===== src/rtl/cfgp_pkg.sv =====
// Package: shared state encoding and widths for the configuration port.
package cfgp_pkg;
    localparam int STATUS_W = 8;

    typedef enum logic [2:0] {
        ST_IDLE     = 3'd0,
        ST_WRITE    = 3'd1,
        ST_READ     = 3'd2,
        ST_ABORT_WR = 3'd3,
        ST_ABORT_RD = 3'd4
    } cfgp_state_e;
endpackage


===== src/rtl/cfgp_ctrl_fsm.sv =====
// Control state machine of the configuration port.
// Decides, per clock edge, whether a word is written, a word is read,
// or an abort begins. Assumes sel_n and dir_read are already synchronous
// to clk. The direction seen at the previous edge is kept for detection.
module cfgp_ctrl_fsm
    import cfgp_pkg::*;
(
    input  logic        clk,
    input  logic        rst_n,
    input  logic        sel_n,
    input  logic        dir_read,
    output cfgp_state_e state,
    output logic        abort_hit,
    output logic        wr_take,
    output logic        rd_pull
);
    cfgp_state_e st_q, st_d;
    logic        dir_q;

    // Next-state and per-edge action decode.
    always_comb begin
        st_d      = st_q;
        abort_hit = 1'b0;
        wr_take   = 1'b0;
        rd_pull   = 1'b0;
        unique case (st_q)
            ST_IDLE: begin
                if (!sel_n) begin
                    if (dir_read) begin
                        st_d    = ST_READ;
                        rd_pull = 1'b1;
                    end else begin
                        st_d    = ST_WRITE;
                        wr_take = 1'b1;
                    end
                end
            end
            ST_WRITE, ST_READ: begin
                if (sel_n) begin
                    st_d = ST_IDLE;
                end else if (dir_read != dir_q) begin
                    abort_hit = 1'b1;
                    st_d      = (st_q == ST_WRITE) ? ST_ABORT_WR : ST_ABORT_RD;
                end else if (dir_read) begin
                    rd_pull = 1'b1;
                end else begin
                    wr_take = 1'b1;
                end
            end
            ST_ABORT_WR, ST_ABORT_RD: begin
                if (sel_n) st_d = ST_IDLE;
            end
            default: st_d = ST_IDLE;
        endcase
    end

    // State and last-direction registers.
    always_ff @(posedge clk) begin
        if (!rst_n) begin
            st_q  <= ST_IDLE;
            dir_q <= 1'b1;
        end else begin
            st_q  <= st_d;
            dir_q <= dir_read;
        end
    end

    assign state = st_q;
endmodule


===== src/rtl/cfgp_status_cap.sv =====
// Status capture: samples the status byte at the edge that detects an abort
// and holds it until the next detection. Assumes status_in is synchronous.
module cfgp_status_cap
    import cfgp_pkg::*;
(
    input  logic                clk,
    input  logic                rst_n,
    input  logic                capture,
    input  logic [STATUS_W-1:0] status_in,
    output logic [STATUS_W-1:0] status_q
);
    // Hold register for the abort status byte.
    always_ff @(posedge clk) begin
        if (!rst_n)       status_q <= '0;
        else if (capture) status_q <= status_in;
    end
endmodule


===== src/rtl/cfgp_datapath.sv =====
// Data path of the configuration port: write capture, readback register and
// the output mux that puts either readback data or the padded status byte
// on the bus. Assumes DATA_W >= 8.
module cfgp_datapath
    import cfgp_pkg::*;
#(
    parameter int DATA_W = 16
) (
    input  logic                clk,
    input  logic                rst_n,
    input  cfgp_state_e         state,
    input  logic                wr_take,
    input  logic                rd_pull,
    input  logic [DATA_W-1:0]   din,
    input  logic [DATA_W-1:0]   rd_word,
    input  logic [STATUS_W-1:0] status_q,
    output logic                wr_valid,
    output logic [DATA_W-1:0]   wr_data,
    output logic                rd_take,
    output logic [DATA_W-1:0]   dout,
    output logic                doe
);
    localparam int PAD_W = DATA_W - STATUS_W;

    logic [DATA_W-1:0] rd_q;
    logic [DATA_W-1:0] status_bus;

    // Write word capture and valid pulse.
    always_ff @(posedge clk) begin
        if (!rst_n) begin
            wr_valid <= 1'b0;
            wr_data  <= '0;
        end else begin
            wr_valid <= wr_take;
            if (wr_take) wr_data <= din;
        end
    end

    // Readback word register and pull pulse.
    always_ff @(posedge clk) begin
        if (!rst_n) begin
            rd_take <= 1'b0;
            rd_q    <= '0;
        end else begin
            rd_take <= rd_pull;
            if (rd_pull) rd_q <= rd_word;
        end
    end

    // Status word: low byte as captured, upper lines held high.
    generate
        if (PAD_W > 0) begin : g_pad
            assign status_bus = {{PAD_W{1'b1}}, status_q};
        end else begin : g_nopad
            assign status_bus = status_q;
        end
    endgenerate

    // Output mux and enable.
    always_comb begin
        doe  = (state == ST_READ) || (state == ST_ABORT_WR);
        dout = (state == ST_ABORT_WR) ? status_bus : rd_q;
    end
endmodule


===== src/rtl/cfgport_abort_ctrl.sv =====
// Top of the byte-wide configuration port with abort handling.
// One word per clock while selected; an abort is a direction change during
// a transfer with the select held low. Assumes all inputs are synchronous
// to clk and that the bus pads are built outside from dout/doe/din.
module cfgport_abort_ctrl
    import cfgp_pkg::*;
#(
    parameter int DATA_W = 16
) (
    input  logic                clk,
    input  logic                rst_n,
    input  logic                sel_n,
    input  logic                dir_read,
    input  logic [DATA_W-1:0]   din,
    output logic [DATA_W-1:0]   dout,
    output logic                doe,
    output logic                busy,
    input  logic [STATUS_W-1:0] status_in,
    output logic                wr_valid,
    output logic [DATA_W-1:0]   wr_data,
    input  logic [DATA_W-1:0]   rd_word,
    output logic                rd_take
);
    cfgp_state_e         state;
    logic                abort_hit;
    logic                wr_take;
    logic                rd_pull;
    logic [STATUS_W-1:0] status_q;

    cfgp_ctrl_fsm u_fsm (
        .clk       (clk),
        .rst_n     (rst_n),
        .sel_n     (sel_n),
        .dir_read  (dir_read),
        .state     (state),
        .abort_hit (abort_hit),
        .wr_take   (wr_take),
        .rd_pull   (rd_pull)
    );

    cfgp_status_cap u_stat (
        .clk       (clk),
        .rst_n     (rst_n),
        .capture   (abort_hit),
        .status_in (status_in),
        .status_q  (status_q)
    );

    cfgp_datapath #(.DATA_W(DATA_W)) u_dp (
        .clk      (clk),
        .rst_n    (rst_n),
        .state    (state),
        .wr_take  (wr_take),
        .rd_pull  (rd_pull),
        .din      (din),
        .rd_word  (rd_word),
        .status_q (status_q),
        .wr_valid (wr_valid),
        .wr_data  (wr_data),
        .rd_take  (rd_take),
        .dout     (dout),
        .doe      (doe)
    );

    // Busy flag follows the abort states.
    always_comb busy = (state == ST_ABORT_WR) || (state == ST_ABORT_RD);
endmodule


===== config.mk =====
export PLATFORM = sky130hd
export DESIGN_NAME = cfgport_abort_ctrl
export DESIGN_NICKNAME = d
export VERILOG_FILES = /design/src/rtl/cfgp_pkg.sv /design/src/rtl/cfgp_ctrl_fsm.sv /design/src/rtl/cfgp_status_cap.sv /design/src/rtl/cfgp_datapath.sv /design/src/rtl/cfgport_abort_ctrl.sv
export SDC_FILE = /design/constraint.sdc
export NUM_CORES = 1
export LEC_CHECK = 0
export BUFFER_PORTS_ARGS = -buffer_cell sky130_fd_sc_hd__buf_2
export CAP_MARGIN = 15
export CORE_UTILIZATION = 52
export CTS_CLUSTER_DIAMETER = 50
export DETAILED_ROUTE_END_ITERATION = 7
export HOLD_SLACK_MARGIN = 0.1
export PLACE_DENSITY = 0.94
export SLEW_MARGIN = 20
export SYNTH_ARGS = -nofsm -noshare
export SYNTH_HDL_FRONTEND = slang
export SYNTH_SLANG_ARGS = --single-unit

===== constraint.sdc =====
create_clock -name clk -period 3.1 [get_ports clk]
set_clock_uncertainty 0.05 [all_clocks]
set_input_delay 0.62 -clock clk [delete_from_list [all_inputs] [get_ports clk]]
set_output_delay 0.62 -clock clk [all_outputs]
set_load 0.01 [all_outputs]

Yosys cells after proc, flatten, opt, wreduce, memory -nomap -nowiden
Cells that the tools add are included.
W data, S select, Z words.
Cells by class
  multiplexer cells: 21
  div/mod/pow operators: 0
  bitwise logic cells: 0
  eq/ne operators: 8
  shift-type cells: 0
  $add $sub $neg: 0
  multiply operators: 0
  reduce and logical (&&, ||, !) cells: 6
  order comparisons: 0
Operators with widths (number)
  $mux W16: 1
  $mux W3: 5
  $mux W1: 11
  $pmux W3 S3: 1
  $eq A3 B2 Y1 const B: 2
  $ne A2 B2 Y1 const B: 2
  $pmux W1 S2: 2
  $reduce_or A2 Y1: 2
  $eq A3 B1 Y1 const B: 1
  $eq A3 B3 Y1 const B: 1
  $logic_not A3 Y1: 1
  $ne A3 B2 Y1 const B: 1
  $reduce_and A3 Y1: 1
  $logic_or A1 B1 Y1: 2
  $mux W2: 1
  $ne A1 B1 Y1: 1
Storage, ports and cells
  bits in latches: 0
  bits of input ports: 44
  flip-flop bits (word level): 46
  RAM bits: 0
  memories kept: 0
  logic and storage cells: 42
  output and inout port bits: 36
  memory bits (read-only): 0

Logic depth before layout (Yosys ltp)
  depth in word-level cells: 5
  depth in mapped cells: 7
  mapped depth without buffers: 6

Hierarchy
Synthesis repeated with hierarchy kept, for this count alone.
Unflattened totals
  cell total of the unflattened synthesis: 194
  area, all modules: 2100.8 µm²
Modules (own cells, without submodules)
  cfgp_datapath: times used 1, area an instance 1447.6 µm², cells each 126, sequential area each 680.7 µm²
  cfgp_ctrl_fsm: times used 1, area an instance 329.1 µm², cells each 40, sequential area each 80.1 µm²
  cfgp_status_cap: times used 1, area an instance 301.5 µm², cells each 25, sequential area each 160.2 µm²
  cfgport_abort_ctrl: times used 1, area an instance 22.5 µm², cells each 3, sequential area each 0.0 µm²

Worst setup path before layout
Ideal clock, no wire load.
  path kind: flip-flop to output port
  start: reg u_fsm.st_q[1], in the netlist u_fsm.state[1]
  end: out dout[5]
  path slack: 877 ps
  cell stages (with the launch flop): 6
  arrival: 1553 ps
  buffers on the path: 2
  required time: 2430 ps
  cell sequence: dfxtp_1 -> buf_4 -> nor2b_1 -> nand2_2 -> clkbuf_1 -> mux2_2
Between the ends
  word-level cells in the longest chain between the ends: 2
Ends and longest elaborated chain
  start, declared: RTL line cfgp_ctrl_fsm.sv:17  | cfgp_state_e st_q, st_d;
  start signal, assigned: RTL line cfgp_ctrl_fsm.sv:63  | st_q <= st_d;
  $eq A3 B2 Y1: RTL line cfgp_datapath.sv:62  | dout = (state == ST_ABORT_WR) ? status_bus : rd_q;
  $mux W16: RTL line cfgp_datapath.sv:62
  end, declared: RTL line cfgport_abort_ctrl.sv:15  | output logic [DATA_W-1:0] dout,
Every way passes these cells.

Final worst setup path
  start: reg u_fsm.st_q[1], in the netlist u_fsm.state[1]
  end: out dout[7]
Same word-level chain as after synthesis.

==> impl_metrics.csv <==
group,metric,value,unit
power,power_density,697,mW/mm²
global_route,grt_pass1_wl,7040,µm
power,p_leak,1.32,nW
clock_tree,numClockSinks,46,
layout,instances_no_fill,354,
worst_setup_path,max_stage_delay,0.56,ns
floorplan,io_pins,80,
floorplan,placement_rows,22,
detailed_routing,drt_wl_total,4270,µm
worst_setup_path,start_kind,"flip-flop",
worst_setup_path,cp-end-kind,"primary output",
yosys,synth_top_area_share,43.7,%
global_route,grt_max_degree,51,
worst_setup_path,crit_required,2.43,ns
yosys,synthCells,231,
power,power_frac_comb,33.5,%
floorplan,start_util,55.9,%
yosys,synth_nets,277,
layout,nFillCells,320,
layout,area_delta_synth_final,24.3,%
hold_path,worstHoldPathType,"flip-flop to flip-flop",
layout,antenna_cells,0,
power,p_total,1.83,mW
timing,worst_pin_slew,0.563,ns
yosys,seq_area_frac_synth,43.7,%
yosys,synth_warnings,0,
timing,drv_slew,0,
yosys,ys_ff_latch,46,
clock_tree,clk_pin_slew,0.08,ns
global_route,grt_overflow,0,
detailed_routing,drc_errors,0,
timing,fmax,374,MHz
timing,period_needed,2.68,ns
layout,finalNetCount,351,
yosys,synth_cell_types,28,
power,p_sw,0.585,mW
layout,final_area,0.00262,mm²
worst_setup_path,r2r-start,"u_fsm.state[1]",
timing,setup-tns-final,0,ns
timing,hold_slack,0.410,ns
run_status,outcome,"finished, final reports clean",
layout,final_cell_mix,"79 x buf_2, 68 x nand2_1, 46 x dfxtp_1, 41 x mux2i_1, 12 x nand2b_1",
clock_tree,cts_buffer_depth,2,
global_route,antenna_found_initial,0,
place,placedCellCount,346,
timing,relSlewSlack,62.4,%
worst_setup_path,timing.rr.end,"u_dp.rd_q[13]",
detailed_routing,viasPerCell,4.96,
yosys,synthesis.area,0.00211,mm²
detailed_routing,drtAntennaViolNets,0,
power,clkPwrFrac,23.6,%
worst_setup_path,endpoint,"dout[7]",
floorplan,core,0.00377,mm²
hold_path,hold_path_startpoint,"u_dp.rd_q[12]",
yosys,synth_area_leaders,"dfxtp_1 44%, mux2i_1 19%, nand2_1 12%",
worst_setup_path,critical_path_class,"flip-flop to primary output",
floorplan,fp.dieW,65.7,µm
worst_setup_path,cp-startpoint,"u_fsm.state[1]",
detailed_routing,dr_total_vias,1756,
detailed_routing,drt-initial-drc-count,63,
clock_tree,worstSkewPairLatency,0.28,ns
place,port-buffer-count,79,
floorplan,dieArea,0.00431,mm²
worst_setup_path,r2r_slack,1.17,ns
place,finalWeightedCongestion,0.773,
place,dpl_cell_area,0.00251,mm²
layout,layout-drive-gt1-share,32.7,%
worst_setup_path,worst_path_max_delay_cell,"dfxtp_1",
place,hpwl,3120,µm
clock_tree,cts_resized,0,
global_route,grt_use_total,21.4,%
worst_setup_path,r2r_cells,5,
worst_setup_path,path_cells,"nor2b_1 -> nand2_2 -> mux2_2 -> buf_2",
worst_setup_path,arrival,2.01,ns
clock_tree,cts_tree,"yes",
layout,layout_commonest_cell,"buf_2",
clock_tree,htreeDepth,2,
detailed_routing,firstDrtPassIters,4,
timing,setup_viol,0,
clock_tree,post_cts_buffers,0,
power,swShare,32.0,%
flow_run,drv_cap,0,
power,internal_power,1.24,mW
timing,fin_crit_sh,86.4,%
detailed_routing,wl_per_cell,12.1,µm
yosys,syn_area_per_cell,9.12,µm²
clock_tree,cts_hold_buf,0,
global_route,grt_pass1_vias,1738,
floorplan,die_y,65.7,µm
clock_tree,cts_made_buffers,5,
power,vdd_drop_max,0.000371,V
timing,rsz0062_at_grt,"false",
timing,hold_violations,0,
power,pwr-share-seq,42.9,%
yosys,yosys.area.top_type,"dfxtp_1",
worst_setup_path,path_max_fanout,17,
clock_tree,cts_root_buf,"clkbuf_8",
[critical path: cells and delay by family (launching register included)]
kind	cells	cell delay, ns
and+or+nand+nor	2	0.63
DFF	1	0.56
muxes	1	0.38
buffers and inverters	1	0.14
[synthesized netlist by cell type]
library cell	number
mux2_2	8
nor2b_1	9
ha_1	2
buf_4	2
xor2_1	2
inv_1	3
nand2_2	1
nand2_1	68
a2111oi_4	1
buf_6	1
a2bb2oi_1	1
nand3_1	2
a21o_1	1
nand2b_1	12
nor3_1	1
a211oi_1	2
mux2i_1	41
clkbuf_1	9
a21bo_2	1
o21ai_0	4
nand3b_1	1
dfxtp_1	46
nor2_1	3
a21oi_1	2
and3_1	1
and2_1	3
a31oi_1	1
buf_2	3
[kinds of logic (layout without fill, tap and decap cells)]
logic type,count (synthesis),count (layout),synth area share (%)
compound gates,13,13,4.99
mux,49,49,23.8
simple gates,101,101,21.4
xor+xnor,2,2,0.832
buf+inv,18,93,4.10
fa+ha+maj,2,2,1.19
flops,46,46,43.7
[per-stage QoR]
stage               utilization (%)  setup slack, ns
global placement               66.6            0.813
finish                         69.5            0.423
floorplan                         -            0.877
CTS                            69.5            0.417
detailed placement             66.6            0.748
global route                   69.5            0.295
[metal layers]
metal / wire length (µm) / vias up / global-route usage [%]
met3: 271 / 5 / 5.56
met2: 2040 / 63 / 38.8
met5: 0 / - / 0
met1: 1920 / 788 / 24.1
li1: - / 900 / -
met4: 42 / 0 / 6.52
[worst min path at each step]
stage,to,slack [ns],cells past startpoint
finish,u_dp.rd_q[12],0.41,2
floorplan,u_dp.rd_q[10],0.38,2
global placement,u_dp.rd_q[15],0.39,2
CTS,u_dp.wr_data[0],0.41,2
global route,u_dp.wr_data[3],0.44,2
detailed placement,u_dp.wr_data[6],0.40,2
[sequential cells by signal, indices dropped and copies added, names as in the netlist]
name / flops
u_fsm.dir_q: 1
u_stat.status_q: 8
u_dp.rd_take: 1
u_fsm.state: 3
u_dp.wr_data: 16
u_dp.wr_valid: 1
u_dp.rd_q: 16
[power by group through the flow]
stage / registers [mW] / logic, mW / clock network (mW)
5_1_grt: 0.802 / 0.671 / 0.463
2_1_floorplan: 0.778 / 0.455 / 0
3_5_place_dp: 0.796 / 0.620 / 0
4_1_cts: 0.785 / 0.621 / 0.441
6_report: 0.784 / 0.611 / 0.432
3_3_place_gp: 0.790 / 0.603 / 0
[layout make-up]
type,count,area [µm²],share of cell area (%)
Clock inverter,2,37.5,1.43
Multi-Input combinational cell,167,1100,42.0
Inverter,3,11.3,0.430
Tap cell,48,60.1,2.29
Clock buffer,6,72.6,2.77
Timing Repair Buffer,82,418,16.0
Sequential cell,46,921,35.1
Power figures use the tool's default switching activity.
